### config.mk
export PLATFORM = sky130hd
export DESIGN_NAME = hsk_parport
export DESIGN_NICKNAME = d
export VERILOG_FILES = /design/src/rtl/pp_pkg.sv /design/src/rtl/pp_sync.sv /design/src/rtl/pp_out_fsm.sv /design/src/rtl/pp_in_fsm.sv /design/src/rtl/hsk_parport.sv
export SDC_FILE = /design/constraint.sdc
export NUM_CORES = 1
export LEC_CHECK = 0
export BUFFER_PORTS_ARGS = -buffer_cell sky130_fd_sc_hd__buf_2
export CAP_MARGIN = 5
export CORE_MARGIN = 2
export CORE_UTILIZATION = 39
export CTS_BUF_LIST = sky130_fd_sc_hd__clkbuf_4 sky130_fd_sc_hd__clkbuf_8
export DETAILED_ROUTE_END_ITERATION = 8
export PLACE_DENSITY_LB_ADDON = 0.12
export SYNTH_ARGS = -nofsm -noshare
export SYNTH_HDL_FRONTEND = slang
export SYNTH_SLANG_ARGS = --single-unit
### constraint.sdc
create_clock -name clk -period 2.14 [get_ports clk]
set_input_delay 0.428 -clock clk [delete_from_list [all_inputs] [get_ports clk]]
set_output_delay 0.428 -clock clk [all_outputs]
set_load 0.03 [all_outputs]
### src/rtl/pp_pkg.sv
package pp_pkg;
    localparam int NPART   = 3;
    localparam int PART_LO = 0;
    localparam int PART_HI = 1;
    localparam int PART_WD = 2;

    localparam logic [1:0] OFS_HI   = 2'd0;
    localparam logic [1:0] OFS_LO   = 2'd1;
    localparam logic [1:0] OFS_STAT = 2'd2;
    localparam logic [1:0] OFS_MASK = 2'd3;

    typedef enum logic [1:0] {OUT_IDLE, OUT_READY, OUT_ACKED} out_st_e;
    typedef enum logic [1:0] {IN_IDLE, IN_FULL, IN_ACK, IN_DRAIN} in_st_e;
endpackage

### src/rtl/pp_sync.sv
module pp_sync #(
    parameter int W      = 1,
    parameter int STAGES = 2
) (
    input  logic         clk,
    input  logic         rst_n,
    input  logic [W-1:0] d,
    output logic [W-1:0] q
);
    logic [W-1:0] chain [STAGES];

    always_ff @(posedge clk or negedge rst_n) begin
        if (!rst_n) begin
            for (int i = 0; i < STAGES; i++) chain[i] <= '0;
        end else begin
            chain[0] <= d;
            for (int i = 1; i < STAGES; i++) chain[i] <= chain[i-1];
        end
    end

    assign q = chain[STAGES-1];
endmodule

### src/rtl/pp_out_fsm.sv
module pp_out_fsm
    import pp_pkg::*;
(
    input  logic clk,
    input  logic rst_n,
    input  logic start,
    input  logic ack_s,
    output logic ready,
    output logic idle
);
    out_st_e st, nxt;

    always_ff @(posedge clk or negedge rst_n) begin
        if (!rst_n) st <= OUT_IDLE;
        else        st <= nxt;
    end

    always_comb begin
        nxt = st;
        unique case (st)
            OUT_IDLE:  if (start)  nxt = OUT_READY;
            OUT_READY: if (ack_s)  nxt = OUT_ACKED;
            OUT_ACKED: if (!ack_s) nxt = OUT_IDLE;
            default:               nxt = OUT_IDLE;
        endcase
    end

    always_comb begin
        ready = (st == OUT_READY);
        idle  = (st == OUT_IDLE);
    end
endmodule

### src/rtl/pp_in_fsm.sv
module pp_in_fsm
    import pp_pkg::*;
#(
    parameter int ACK_LEN = 4
) (
    input  logic clk,
    input  logic rst_n,
    input  logic rdy_s,
    input  logic take,
    output logic full,
    output logic ack,
    output logic capture
);
    localparam int CW = $clog2(ACK_LEN + 1);

    in_st_e        st, nxt;
    logic [CW-1:0] cnt;

    always_ff @(posedge clk or negedge rst_n) begin
        if (!rst_n) begin
            st  <= IN_IDLE;
            cnt <= '0;
        end else begin
            st <= nxt;
            if (st == IN_FULL && take) cnt <= CW'(ACK_LEN - 1);
            else if (st == IN_ACK && cnt != '0) cnt <= cnt - 1'b1;
        end
    end

    always_comb begin
        nxt = st;
        unique case (st)
            IN_IDLE:  if (rdy_s)      nxt = IN_FULL;
            IN_FULL:  if (take)       nxt = IN_ACK;
            IN_ACK:   if (cnt == '0)  nxt = IN_DRAIN;
            IN_DRAIN: if (!rdy_s)     nxt = IN_IDLE;
            default:                  nxt = IN_IDLE;
        endcase
    end

    always_comb begin
        full    = (st == IN_FULL);
        ack     = (st == IN_ACK) || (st == IN_DRAIN);
        capture = (st == IN_IDLE) && rdy_s;
    end
endmodule

### src/rtl/hsk_parport.sv
module hsk_parport
    import pp_pkg::*;
#(
    parameter int ACK_LEN     = 4,
    parameter int SYNC_STAGES = 2
) (
    input  logic        clk,
    input  logic        rst_n,
    input  logic [1:0]  cpu_addr,
    input  logic        cpu_word,
    input  logic        cpu_wr,
    input  logic        cpu_rd,
    input  logic [15:0] cpu_wdata,
    output logic [15:0] cpu_rdata,
    output logic        irq,
    output logic [15:0] pin_dout,
    output logic [15:0] pin_dout_oe,
    output logic [2:0]  pin_ordy,
    input  logic [2:0]  pin_oack,
    input  logic [15:0] pin_din,
    input  logic [2:0]  pin_irdy,
    output logic [2:0]  pin_iack
);
    localparam int DW      = 16;
    localparam int BW      = DW / 2;
    localparam int LO_SPAN = 12;

    // strobe capture
    logic          wr_q, rd_q;
    logic [1:0]    acc_addr;
    logic          acc_word;
    logic [DW-1:0] acc_data;
    logic          wr_commit, rd_commit;

    always_ff @(posedge clk or negedge rst_n) begin
        if (!rst_n) begin
            wr_q     <= 1'b0;
            rd_q     <= 1'b0;
            acc_addr <= '0;
            acc_word <= 1'b0;
            acc_data <= '0;
        end else begin
            wr_q <= cpu_wr;
            rd_q <= cpu_rd;
            if (cpu_wr || cpu_rd) begin
                acc_addr <= cpu_addr;
                acc_word <= cpu_word;
                acc_data <= cpu_wdata;
            end
        end
    end

    assign wr_commit = wr_q && !cpu_wr;
    assign rd_commit = rd_q && !cpu_rd;

    // part decode
    logic [NPART-1:0] out_start, in_take;
    always_comb begin
        out_start[PART_WD] = wr_commit && acc_word  && acc_addr == OFS_HI;
        out_start[PART_HI] = wr_commit && !acc_word && acc_addr == OFS_HI;
        out_start[PART_LO] = wr_commit && acc_addr == OFS_LO;
        in_take[PART_WD]   = rd_commit && acc_word  && acc_addr == OFS_HI;
        in_take[PART_HI]   = rd_commit && !acc_word && acc_addr == OFS_HI;
        in_take[PART_LO]   = rd_commit && acc_addr == OFS_LO;
    end

    // synchronizers
    logic [NPART-1:0] oack_s, irdy_s;
    pp_sync #(.W(NPART), .STAGES(SYNC_STAGES)) u_sync_oack (
        .clk(clk), .rst_n(rst_n), .d(pin_oack), .q(oack_s));
    pp_sync #(.W(NPART), .STAGES(SYNC_STAGES)) u_sync_irdy (
        .clk(clk), .rst_n(rst_n), .d(pin_irdy), .q(irdy_s));

    // per-part machines
    logic [NPART-1:0] out_idle, in_full, in_cap;
    for (genvar p = 0; p < NPART; p++) begin : g_part
        pp_out_fsm u_out (
            .clk(clk), .rst_n(rst_n), .start(out_start[p]), .ack_s(oack_s[p]),
            .ready(pin_ordy[p]), .idle(out_idle[p]));
        pp_in_fsm #(.ACK_LEN(ACK_LEN)) u_in (
            .clk(clk), .rst_n(rst_n), .rdy_s(irdy_s[p]), .take(in_take[p]),
            .full(in_full[p]), .ack(pin_iack[p]), .capture(in_cap[p]));
    end

    // data, enables, mask
    logic [DW-1:0] outbuf, inbuf;
    logic          oe_lo, oe_hi;
    logic [7:0]    mask_q;

    always_ff @(posedge clk or negedge rst_n) begin
        if (!rst_n) begin
            outbuf <= '0;
            inbuf  <= '0;
            oe_lo  <= 1'b0;
            oe_hi  <= 1'b0;
            mask_q <= 8'hFF;
        end else begin
            if (out_start[PART_WD] && out_idle[PART_WD]) outbuf <= acc_data;
            if (out_start[PART_HI] && out_idle[PART_HI]) outbuf[DW-1:BW] <= acc_data[BW-1:0];
            if (out_start[PART_LO] && out_idle[PART_LO]) outbuf[BW-1:0]  <= acc_data[BW-1:0];
            if (in_cap[PART_WD]) inbuf <= pin_din;
            if (in_cap[PART_HI]) inbuf[DW-1:BW] <= pin_din[DW-1:BW];
            if (in_cap[PART_LO]) inbuf[BW-1:0]  <= pin_din[BW-1:0];
            if (wr_commit && acc_addr == OFS_STAT) begin
                oe_lo <= acc_data[0];
                oe_hi <= acc_data[7];
            end
            if (wr_commit && acc_addr == OFS_MASK) mask_q <= acc_data[7:0];
        end
    end

    logic [7:0] status;
    assign status = {oe_hi, in_full, out_idle, oe_lo};

    always_comb begin
        cpu_rdata = '0;
        unique case (cpu_addr)
            OFS_HI:   cpu_rdata = cpu_word ? inbuf : {8'h00, inbuf[DW-1:BW]};
            OFS_LO:   cpu_rdata = {8'h00, inbuf[BW-1:0]};
            OFS_STAT: cpu_rdata = {8'h00, status};
            OFS_MASK: cpu_rdata = {8'h00, mask_q};
        endcase
    end

    assign irq         = |(status[6:1] & ~mask_q[6:1]);
    assign pin_dout    = outbuf;
    assign pin_dout_oe = {{(DW-LO_SPAN){oe_hi}}, {LO_SPAN{oe_lo}}};
endmodule

==> results.md <==
- Status: completed
- Comb power frac: between 40 and 50%
- IO Count: 100
- Vias per cell: 4.91
- Rel. slew slack: a little over two thirds
- Count of different cell masters after synthesis: between 40 and 50
- Num CTS Buffers: 9
- Place WS: 0.0225 ns
- Delay-heaviest family, CP: multiplexers
- CP Class: flip-flop to output port
- Final setup vio count: 0
- Dpl cell area: slightly above 5000 µm²
- Synth Net Count: slightly above 400
- Starting Density: 40.2%
- Max Cap Violations: 0
- Worst-skew pair later-pin latency: roughly 0.37 ns
- Yosys warnings: 0
- Critical R2R Capture: pin_dout[7]
- Area Growth Syn to Fin: 19.3%
- Power, Total: 7.22 mW
- Sequential Power Share: between 30% and 40%
- DR DRC count: 0
- Syn Inst Count: 350
- Total die area: between 10000 and 15000 µm²
- Final RePlAce weighted congestion: 0.743
- Final Skew: 0.0123 ns
- Reg2Reg Depth: 4
- Crit share post-route: 97.8%
- Syn Area/Cell: approximately 13 µm²
- CP startpoint: inbuf[11]
- Critical path endpoint: cpu_rdata[3]
- Sw power: around 2.8 mW
- Final worst setup slack: around 0.047 ns
- Number of fill cells: about 1.1k
- Max VDD drop: a little under 0.6 mV
- Final Cell Area: 5490 µm²
- CP Max Fanout: 3
- Tightest Hold Check Type: input pin to flip-flop
- WHS: ~0.16 ns
- Slew Limit Fails: 0
- CTS Buffer Depth: 2
- Largest cells by area after synthesis: dfrtp_1 48%, mux2_2 16%, ha_1 4.9%, dfstp_2 4.6%, mux4_2 3.9%
- Buffers added on ports: 99
- CP Depth: 3
- Nets: 512
- Die H: 113 µm
- Setup crit end kind: output port
- Worst slew pin tran: roughly 0.45 ns
- Post-synth ARST share: 100%
- FF+latch count, synth: 96
- H-tree levels: 3
- Dpl hpwl: ~7.3 mm
- CTS tree: built
- Post-synth EDFFs: 0
- GRT Util Overall: about 16%
- Number of antenna violations at the first check in global routing: 0
- Most used flip-flop cell after synthesis: dfrtp_1
- Die width: about 110 µm
- FMAX: approximately 480 MHz
- CP cell instances: mux2_2 -> mux4_2 -> buf_6
- Slowest-stage cell, CP: mux4_2
- Remaining antenna violation count: 0
- CTS sink cnt: between 90 and 100
- Critical Path AT: around 1.7 ns
- Min Tclk post-route: around 2.1 ns
- Power per cell area: 1310 nW/µm²
- Critical Path Max Stage Delay: roughly 0.46 ns
- Pint: 4.45 mW
- Final core occ: between 40 and 50%
- RR Startpoint: acc_addr[0]
- Switching Share: roughly two fifths
- Root Driver: clkbuf_8
- Yosys top cell by area: dfrtp_1
- Global-route wire length before repair: 16.1 mm
- R2R Setup Slk: approximately 0.37 ns
- # rows: 39
- Reg clk slew, reported paths: approximately 0.11 ns
- Clock network power share: roughly 17%
- Drt first pass iters: 4
- Largest net degree at the start of global routing: 43
- Cell Area, Synth: ~4600 µm²
- Hold Fails Final Rpt: 0
- Critical Path RT: 1.71 ns
- Number of DRC markers in iteration 0: between 90 and 100
- RSZ-0062 raised after global routing: yes
- Via count: approximately 2.9k
- Buffers and inverters on the worst path: 1
- ANT cells: 0
- Grt ovf: 0
- Total wire length: roughly 10 mm
- Nature of the critical path startpoint: flip-flop
- Seq/Total Area, Yosys: ~52%
- Fraction of layout instances using a drive strength above 1: between 50% and 60%
- Leakage: 2.55 nW
- Synth top area share: a little under half
- Vias in the first global route: around 3.1k
- Core ar.: about 11000 µm²
- Wire per inst: ~17 µm
[routing by layer]
| metal | vias up | part of all wire [%] | global-route usage [%] |
|---|---|---|---|
| li1 | 1416 | - | - |
| met1 | 1441 | 47 | 22.3 |
| met2 | 66 | 47 | 26.4 |
| met3 | 9 | 5.0 | 4.21 |
| met4 | 0 | 0.74 | 4.39 |
| met5 | - | 0 | 0 |
[flip-flops by register name (all words and copies together), names as in the netlist]
name and flops:
oe_lo 1, acc_word 1, g_part.u_in.cnt 9, g_part.u_out.st 6, u_sync_oack.chain 3, inbuf 16
u_sync_irdy.chain 3, u_sync_oack.q 3, acc_addr 2, pin_dout 16, rd_q 1, mask_q 8
u_sync_irdy.q 3, oe_hi 1, acc_data 16, g_part.u_in.st 6, wr_q 1
[placed cells by master (no fill, tap or decap), types with 8 or more instances in the layout]
cell	Yosys	final
and2_1	8	8
ha_1	18	15
mux4_2	8	8
nand2_1	15	15
mux2_2	64	64
buf_4	23	19
dfrtp_1	88	88
a2bb2oi_1	8	8
buf_2	2	90
nand2b_1	8	8
dfstp_2	8	8
inv_1	21	20
o22ai_1	11	11
clkbuf_8	0	9
[power by group through the flow]
stage	Combinational (mW)	Clock (mW)	Sequential, mW
after floorplan	2.23	0	2.92
after global placement	2.98	0	2.80
after detailed placement	3.03	0	2.81
after CTS	3.11	1.29	2.78
after global routing	3.50	1.36	2.85
final	3.19	1.25	2.77
[layout make-up]
class | count | area (µm²) | area share [%]
Sequential cell | 96 | 2410 | 43.9
Multi-Input combinational cell | 203 | 1930 | 35.1
Timing Repair Buffer | 118 | 694 | 12.6
Tap cell | 143 | 179 | 3.26
Clock buffer | 11 | 139 | 2.53
Inverter | 21 | 78.8 | 1.43
Clock inverter | 5 | 63.8 | 1.16
[worst min-delay path by stage]
stage / from / cells after the start / slack [ns] / end
global placement: u_sync_oack.chain[4] / 0 / 0.34 / u_sync_oack.q[1]
finish: pin_oack[2] / 1 / 0.16 / u_sync_oack.chain[5]
global route: pin_oack[2] / 1 / 0.13 / u_sync_oack.chain[5]
floorplan: rst_n / 0 / 0.13 / acc_addr[0]
CTS: pin_oack[2] / 1 / 0.14 / u_sync_oack.chain[5]
detailed placement: u_sync_irdy.chain[3] / 0 / 0.34 / u_sync_irdy.q[0]
[worst register-to-register path: cells and delay by family (launching register included)]
family | cells | cell delay, ns
DFF | 1 | 0.58
AOI/OAI and AO/OA | 1 | 0.41
muxes | 1 | 0.38
and+or+nand+nor | 2 | 0.30
[per-stage QoR]
| step | cells | setup TNS (ns) |
|---|---|---|
| finish | 597 | 0 |
| global route | 597 | -0.0225 |
| CTS | 592 | 0 |
| detailed placement | 573 | 0 |
| global placement | 573 | 0 |
| floorplan | 350 | 0 |
[what timing repair did]
action | in CTS | in global routing
setup endpoints to repair | 4 | 8
gates resized for setup | 5 | 20
hold buffers | 1 | 0
buffers inserted | 2 | 5
hold endpoints to repair | 13 | 0
[cell families (layout without fill, tap and decap cells)]
logic type | after synthesis | after routing | share of synthesized area (%)
compound gates | 44 | 44 | 7.34
xor+xnor | 3 | 3 | 0.571
fa+ha+maj | 18 | 18 | 4.89
buf+inv | 51 | 155 | 6.41
flops | 96 | 96 | 52.4
mux | 76 | 76 | 20.4
simple gates | 62 | 62 | 7.96
[Yosys cell counts, types with 4 or more instances]
master     number
dfrtp_1        88
mux2_2         64
buf_4          23
inv_1          21
ha_1           18
nand2_1        15
o22ai_1        11
a2bb2oi_1       8
and2_1          8
dfstp_2         8
mux4_2          8
nand2b_1        8
nor2_1          8
nor3_1          7
a21oi_1         5
o211ai_1        5
mux2i_1         4
o21ai_0         4
No activity file was read; power rests on OpenSTA's default activity.
